<file path="config.mk">
export PLATFORM = sky130hd
export DESIGN_NAME = m2m_copy_engine
export DESIGN_NICKNAME = d
export VERILOG_FILES = /design/src/rtl/m2m_copy_engine.sv
export SDC_FILE = /design/constraint.sdc
export NUM_CORES = 1
export LEC_CHECK = 0
export CORE_ASPECT_RATIO = 1.25
export CORE_MARGIN = 2
export CORE_UTILIZATION = 45
export DETAILED_ROUTE_END_ITERATION = 12
export PLACE_DENSITY_LB_ADDON = 0.15
export RECOVER_POWER = 25
export SLEW_MARGIN = 40
export SYNTH_ARGS = -nofsm -noshare
export SYNTH_HDL_FRONTEND = slang
export SYNTH_SLANG_ARGS = --single-unit
</file>
<file path="constraint.sdc">
create_clock -name clk -period 3.2 [get_ports clk]
set_input_delay 0.64 -clock clk [delete_from_list [all_inputs] [get_ports clk]]
set_output_delay 0.64 -clock clk [all_outputs]
set_load 0.005 [all_outputs]
</file>
<file path="src/rtl/m2m_copy_engine.sv">
module m2m_copy_engine #(
  parameter int AW = 16,
  parameter int DW = 8,
  parameter int CW = 16
) (
  input  logic          clk,
  input  logic          rst_n,
  input  logic          cfg_we,
  input  logic [2:0]    cfg_sel,
  input  logic [AW-1:0] cfg_wdata,
  output logic          hold_req,
  input  logic          hold_ack,
  output logic [AW-1:0] mem_addr,
  output logic          mem_rd,
  output logic          mem_wr,
  input  logic [DW-1:0] mem_rdata,
  output logic [DW-1:0] mem_wdata,
  input  logic          eop_in,
  output logic          tc,
  output logic          done,
  output logic [AW-1:0] src_ptr,
  output logic [AW-1:0] dst_ptr,
  output logic [CW-1:0] count_left
);

  typedef enum logic [1:0] {S_IDLE, S_HOLD, S_RD, S_WR} st_t;

  st_t          st;
  logic [AW-1:0] src_q, dst_q;
  logic [CW-1:0] cnt_q;
  logic [DW-1:0] tmp_q, cmp_q;
  logic          src_dn, dst_dn, cmp_en;
  logic          stop_q, done_q, tc_q;

  wire idle   = (st == S_IDLE);
  wire cfg_ok = cfg_we && idle;
  wire go     = cfg_ok && (cfg_sel == 3'd4) && cfg_wdata[0];
  wire hit    = cmp_en && (mem_rdata == cmp_q);
  wire last   = (cnt_q == CW'(1));
  wire halt   = stop_q || eop_in;

  assign hold_req   = !idle;
  assign mem_rd     = (st == S_RD);
  assign mem_wr     = (st == S_WR);
  assign mem_addr   = mem_wr ? dst_q : src_q;
  assign mem_wdata  = tmp_q;
  assign tc         = tc_q;
  assign done       = done_q;
  assign src_ptr    = src_q;
  assign dst_ptr    = dst_q;
  assign count_left = cnt_q;

  always_ff @(posedge clk or negedge rst_n) begin
    if (!rst_n) begin
      st     <= S_IDLE;
      src_q  <= '0;
      dst_q  <= '0;
      cnt_q  <= '0;
      tmp_q  <= '0;
      cmp_q  <= '0;
      src_dn <= 1'b0;
      dst_dn <= 1'b0;
      cmp_en <= 1'b0;
      stop_q <= 1'b0;
      done_q <= 1'b0;
      tc_q   <= 1'b0;
    end else begin
      tc_q <= 1'b0;
      if (cfg_ok) begin
        case (cfg_sel)
          3'd0: src_q <= cfg_wdata;
          3'd1: dst_q <= cfg_wdata;
          3'd2: cnt_q <= cfg_wdata[CW-1:0];
          3'd3: cmp_q <= cfg_wdata[DW-1:0];
          3'd4: begin
            src_dn <= cfg_wdata[1];
            dst_dn <= cfg_wdata[2];
            cmp_en <= cfg_wdata[3];
          end
          default: ;
        endcase
      end
      case (st)
        S_IDLE: if (go) begin
          stop_q <= 1'b0;
          done_q <= 1'b0;
          if (cnt_q == '0) done_q <= 1'b1;
          else             st     <= S_HOLD;
        end
        S_HOLD: begin
          if (eop_in) begin
            done_q <= 1'b1;
            st     <= S_IDLE;
          end else if (hold_ack) begin
            st <= S_RD;
          end
        end
        S_RD: begin
          tmp_q <= mem_rdata;
          if (eop_in || hit) stop_q <= 1'b1;
          st <= S_WR;
        end
        S_WR: begin
          src_q <= src_dn ? src_q - AW'(1) : src_q + AW'(1);
          dst_q <= dst_dn ? dst_q - AW'(1) : dst_q + AW'(1);
          cnt_q <= cnt_q - CW'(1);
          if (last) begin
            tc_q   <= 1'b1;
            done_q <= 1'b1;
            st     <= S_IDLE;
          end else if (halt) begin
            done_q <= 1'b1;
            st     <= S_IDLE;
          end else begin
            st <= S_RD;
          end
        end
        default: st <= S_IDLE;
      endcase
    end
  end


  wr_after_rd_chk: assert property (@(posedge clk) disable iff (!rst_n)
    mem_wr |-> $past(mem_rd));


  rw_exclusive_chk: assert property (@(posedge clk) disable iff (!rst_n)
    !(mem_rd && mem_wr));


  first_rd_granted_chk: assert property (@(posedge clk) disable iff (!rst_n)
    (mem_rd && !$past(mem_wr)) |-> $past(hold_ack));


  cnt_step_chk: assert property (@(posedge clk) disable iff (!rst_n)
    $past(mem_wr) |-> (count_left == $past(count_left) - CW'(1)));


  tc_ends_chk: assert property (@(posedge clk) disable iff (!rst_n)
    tc |-> (done && !hold_req && count_left == '0));


  ptr_step_chk: assert property (@(posedge clk) disable iff (!rst_n)
    $past(mem_wr) |-> ((src_ptr == $past(src_ptr) + AW'(1)) || (src_ptr == $past(src_ptr) - AW'(1))));

endmodule

</file>
Yosys cells after proc, flatten, opt, wreduce, memory -nomap -nowiden
Index checks and enable logic that the tools add are counted.
{"block": "word_totals", "ff_bits": 72, "in_bits": 32, "output_inout_bits": 77, "word_cells": 86}
{"block": "classes", "add_sub_neg": 5, "eq_ne": 15, "mux": 30, "reduce_logical": 24}
{"cell": "$mux W16", "count": 12}
{"cell": "$sub A16 B1 Y16 const B", "count": 3}
{"cell": "$add A16 B1 Y16 const B", "count": 2}
{"cell": "$eq A16 B1 Y1 const B", "count": 1}
{"cell": "$logic_not A16 Y1", "count": 1}
{"cell": "$mux W2", "count": 6}
{"cell": "$reduce_and A2 Y1", "count": 5}
{"cell": "$reduce_bool A2 Y1", "count": 5}
{"cell": "$mux W1", "count": 9}
{"cell": "$eq A8 B8 Y1", "count": 1}
{"cell": "$pmux W2 S4", "count": 1}
{"cell": "$eq A3 B2 Y1 const B", "count": 2}
{"cell": "$reduce_and A3 Y1", "count": 2}
{"cell": "$eq A2 B2 Y1 const B", "count": 2}
{"cell": "$logic_and A1 B1 Y1", "count": 4}
{"cell": "$ne A2 B1 Y1 const B", "count": 2}
{"cell": "$ne A2 B2 Y1 const B", "count": 2}
{"cell": "$reduce_and A4 Y1", "count": 1}
{"cell": "$eq A3 B1 Y1 const B", "count": 1}
{"cell": "$eq A3 B3 Y1 const B", "count": 1}
{"cell": "$logic_not A3 Y1", "count": 1}
{"cell": "$ne A3 B1 Y1 const B", "count": 1}
{"cell": "$ne A3 B3 Y1 const B", "count": 1}
{"cell": "$pmux W1 S3", "count": 1}
{"cell": "6 further kinds", "count": 7}

Longest topological paths before layout
{"block": "depth", "word_depth": 6, "mapped_depth": 8, "mapped_depth_nobuf": 7}

Worst setup path before layout
OpenSTA, ideal clock, no wires.
{"block": "synth_timing", "path_kind": "flip-flop to flip-flop", "startpoint": "register dst_dn", "endpoint": "register dst_q[12] (netlist: dst_ptr[12])", "setup_ps": 126, "arrival_time_ps": 2468, "required_time_ps": 3074, "path_slack_ps": 606, "path_stages_with_launch": 9, "period_less_slack_ps": 2594, "path_cell_list": "dfrtp_1 > ha_1 > clkbuf_1 > a2111oi_0 > o211ai_1 > a41oi_1 > nor2b_1 > or3_1 > o311a_1"}
{"block": "synth_via", "elab_chain_cells": 2}
{"element": "start: declaration", "line_no": "32", "text": "logic src_dn, dst_dn, cmp_en;"}
{"element": "start signal: assignment", "line_no": "77", "text": "dst_dn <= cfg_wdata[2];"}
{"element": "$mux W16", "line_no": "105", "text": "dst_q <= dst_dn ? dst_q - AW'(1) : dst_q + AW'(1);"}
{"element": "$mux W16", "line_no": "83", "text": "case (st)"}
{"element": "end signal: assignment", "line_no": "72", "text": "3'd1: dst_q <= cfg_wdata;"}
{"element": "end signal: assignment", "line_no": "105"}
{"element": "end: declaration", "line_no": "29", "text": "logic [AW-1:0] src_q, dst_q;"}
Every way passes these cells.
A chain may end at the register's enable or synchronous reset.

Final worst setup path
{"block": "layout_timing", "startpoint": "register st[1]", "endpoint": "output port mem_addr[11]"}
{"block": "layout_via", "elab_chain_cells": 2}
{"element": "start: declaration", "line_no": "28", "text": "st_t st;"}
{"element": "start signal: assignment", "line_no": "55", "text": "st <= S_IDLE;"}
{"element": "start signal: assignment", "line_no": "88", "text": "else st <= S_HOLD;"}
{"element": "start signal: assignment", "line_no": "93", "text": "st <= S_IDLE;"}
{"element": "$eq A2 B2 Y1", "line_no": "44", "text": "assign mem_wr = (st == S_WR);"}
{"element": "$mux W16", "line_no": "45", "text": "assign mem_addr = mem_wr ? dst_q : src_q;"}
{"element": "end: declaration", "line_no": "13", "text": "output logic [AW-1:0] mem_addr,"}
Every way passes these cells.

==> results_dict.tcl <==
set metrics [dict create \
    grt_pass1_vias 4711 \
    ctsHoldBuffers 0 \
    clk_latency_ps 330 \
    worstSetupPathType "register to output port" \
    power.density_nw_per_um2 1150 \
    dr.pass1.iters 5 \
    synth-xor-area-share 0.0477 \
    r2r_slack_ps 460 \
    crit_slowest_cell "inv_2" \
    place_area_um2 6350 \
    netlist_area_um2 5140 \
    overflow 0 \
    antenna_left 0 \
    grt_pass1_wl_um 23300 \
    synth_cell_type_count 56 \
    synth_top_family_by_area "simple AND/OR/NAND/NOR gates" \
    fmax_ghz 0.343 \
    routed_wl_um 14400 \
    reg2reg_to "dst_ptr[12]" \
    cpPeakStageDelay_ps 530 \
    initial_core_util 0.461 \
    synth_mux_area_frac 0.0999 \
    async_flop_share 1.00 \
    finalCritPeriodShare 0.910 \
    hpwl_um 10700 \
    synthSimpleGateAreaFrac 0.196 \
    cts_tree "built" \
    crit_chain "nand2_1 > inv_2 > nand2_1 > nand2_1 > clkdlybuf4s50_1" \
    crit_start "st[1]" \
    drv_slew 73 \
    core-area_um2 11100 \
    violations "max-capacitance violations, max-slew violations" \
    fin_worst_skew_ps 4.38 \
    ys_warn_count 0 \
    clock_path_buffers 2 \
    cap_violations 1 \
    port-buffer-count 108 \
    yosysTopAreaCell "dfrtp_1" \
    synth-seq-cells 72 \
    hold_path_end "done" \
    syn_area_per_cell_um2 8.63 \
    rr_worst_depth 7 \
    io_pins 109 \
    synth.area.top_cells "dfrtp_1, nand2_1, ha_1" \
    path_common_cell "nand2_1" \
    yosys.area_share.adder 0.0833 \
    cp_top_family "buffers and inverters" \
    cp_num_buf_inv 2 \
    synth_compound_area_frac 0.192 \
    numPlacedInstances 822 \
    drtIter0Drc 277 \
    dieHeight_um 123 \
    setup_violations 0 \
    cp_max_fo 43 \
    viasPerCell 5.76 \
    drive_gt1_frac 0.0953 \
    dp_worst_setup_slack_ps 291 \
    antenna_found_initial 0 \
    synth.top_cell.area_share 0.351 \
    cts_max_level 3 \
    p_leak_uw 0.00294 \
    die_w_um 99.6 \
    tightest_slew_ps 1780 \
    yosysSeqAreaShare 0.351 \
    rows 43 \
    finalPower_uw 7690 \
    gp_congestion 0.842 \
    avgRoutedWirePerCell_um 17.2 \
    cts.sinks 72 \
    cp-start-kind "register" \
    irDropWorstVdd_v 0.000513 \
    end_kind "output port" \
    drc 0 \
    holdPathStages 1 \
    vias 4825 \
    worst_hold_startpoint "done" \
    cts_root_buffer "clkbuf_16" \
    rsz0062_at_grt "no" \
    synth_edf_count 0 \
    hold_violations 0 \
    synth.net_count 660 \
    die_area_um2 12300 \
    track_usage 0.239 \
    antennaDiodeCount 0 \
    cts_buffers 9 \
    required_ps 2560 \
    synth_ff_type "dfrtp_1" \
    synthCells 595 \
    cp.depth 5 \
    slew_headroom -0.187 \
    area_growth_pct 29.8 \
    status "finished with violations" \
    crit_arrival_ps 2270 \
    final_cells 838 \
    setup-tns-final_ps 0 \
    final_area_um2 6670 \
    nNetsFinal 763 \
    fin_crit_ps 2910 \
    r2r-start "dst_dn" \
    clk_pin_slew_ps 60 \
    hp-class "register to register" \
    fin_ws_ps 289 \
    grt_max_degree 73 \
]
## cells by family after synthesis
family | count (synthesis)
and+or+nand+nor | 217
DFF | 72
adders and majority gates | 33
muxes | 48
AOI/OAI and AO/OA | 159
buffers and inverters | 38
xor gates and xnor gates | 28
## power breakdown
group | internal (µW) | total [µW] | switching [µW]
logic | 2380 | 4660 | 2280
registers | 1350 | 1950 | 599
clock network | 682 | 1080 | 396
total | 4420 | 7690 | 3270
## worst max path at each step
stage / slack, ps / endpoint
after floorplan: 610 / dst_ptr[12]
after global placement: 440 / dst_ptr[12]
after detailed placement: 290 / dst_ptr[12]
after CTS: 270 / dst_ptr[12]
after global routing: 90 / mem_addr[11]
final: 290 / mem_addr[11]
## cells in the final DEF (no fill, tap or decap), drive strengths merged, types with 16 or more instances in the layout
cell type | netlist | final
nand2 | 110 | 110
ha | 31 | 31
a21oi | 45 | 45
nor2 | 42 | 42
dfrtp | 72 | 72
o21ai | 48 | 48
clkdlybuf4s50 | 0 | 107
mux2 | 26 | 26
xnor2 | 16 | 16
mux2i | 22 | 22
## cell usage after synthesis, types with 3 or more instances
master	number
a2111oi_0	4
a211oi_1	8
a21o_1	8
a21oi_1	45
a311oi_1	3
a31oi_1	6
and4_1	3
buf_1	4
clkbuf_1	20
dfrtp_1	72
ha_1	31
inv_1	12
mux2_2	26
mux2i_1	22
nand2_1	110
nand2b_1	3
nand3_1	10
nand3b_1	3
nand4_1	4
nor2_1	42
nor3_1	11
nor4_1	9
o211ai_1	12
o21a_1	3
o21ai_0	48
o221a_2	3
o22ai_1	4
or3_1	7
xnor2_1	16
xor2_1	12
## final cells by class
| class | instances | area, µm² |
|---|---|---|
| Clock buffer | 9 | 225 |
| Clock inverter | 7 | 96.3 |
| Fill cell | 985 | 4470 |
| Inverter | 12 | 45.0 |
| Multi-Input combinational cell | 485 | 3180 |
| Sequential cell | 72 | 1800 |
| Tap cell | 135 | 169 |
| Timing Repair Buffer | 118 | 1150 |
## routing by layer
metal,GRT usage,vias up,share of wire
met2,0.414,147,0.50
met3,0.0486,29,0.050
met5,0,-,0
met4,0.0890,0,0.027
li1,-,2372,-
met1,0.294,2277,0.43
## per-stage QoR
step / hold WS [ps] / utilization
5_1_grt: 526 / 0.599
6_report: 494 / 0.599
3_5_place_dp: 485 / 0.570
4_1_cts: 452 / 0.599
3_3_place_gp: 476 / 0.570
2_1_floorplan: 344 / -
## repair_timing
item                                    CTS  global route
buffers inserted                          0             0
endpoints found under the setup margin    0             1
resized for setup                         0             1
## flip-flops by register name, summed over array words and instances (netlist names), 2 cells and up
register / flops
count_left: 16
dst_ptr: 16
src_ptr: 16
cmp_q: 8
mem_wdata: 8
st: 2
## worst reg2reg max path, stage by stage (launching register included)
cell	delay, ps
dfrtp_2	550
ha_1	430
a2111oi_0	410
o211ai_1	210
a41oi_1	430
nor2b_1	110
or3_1	370
o311a_1	130
(Power assumes the default switching activity.)
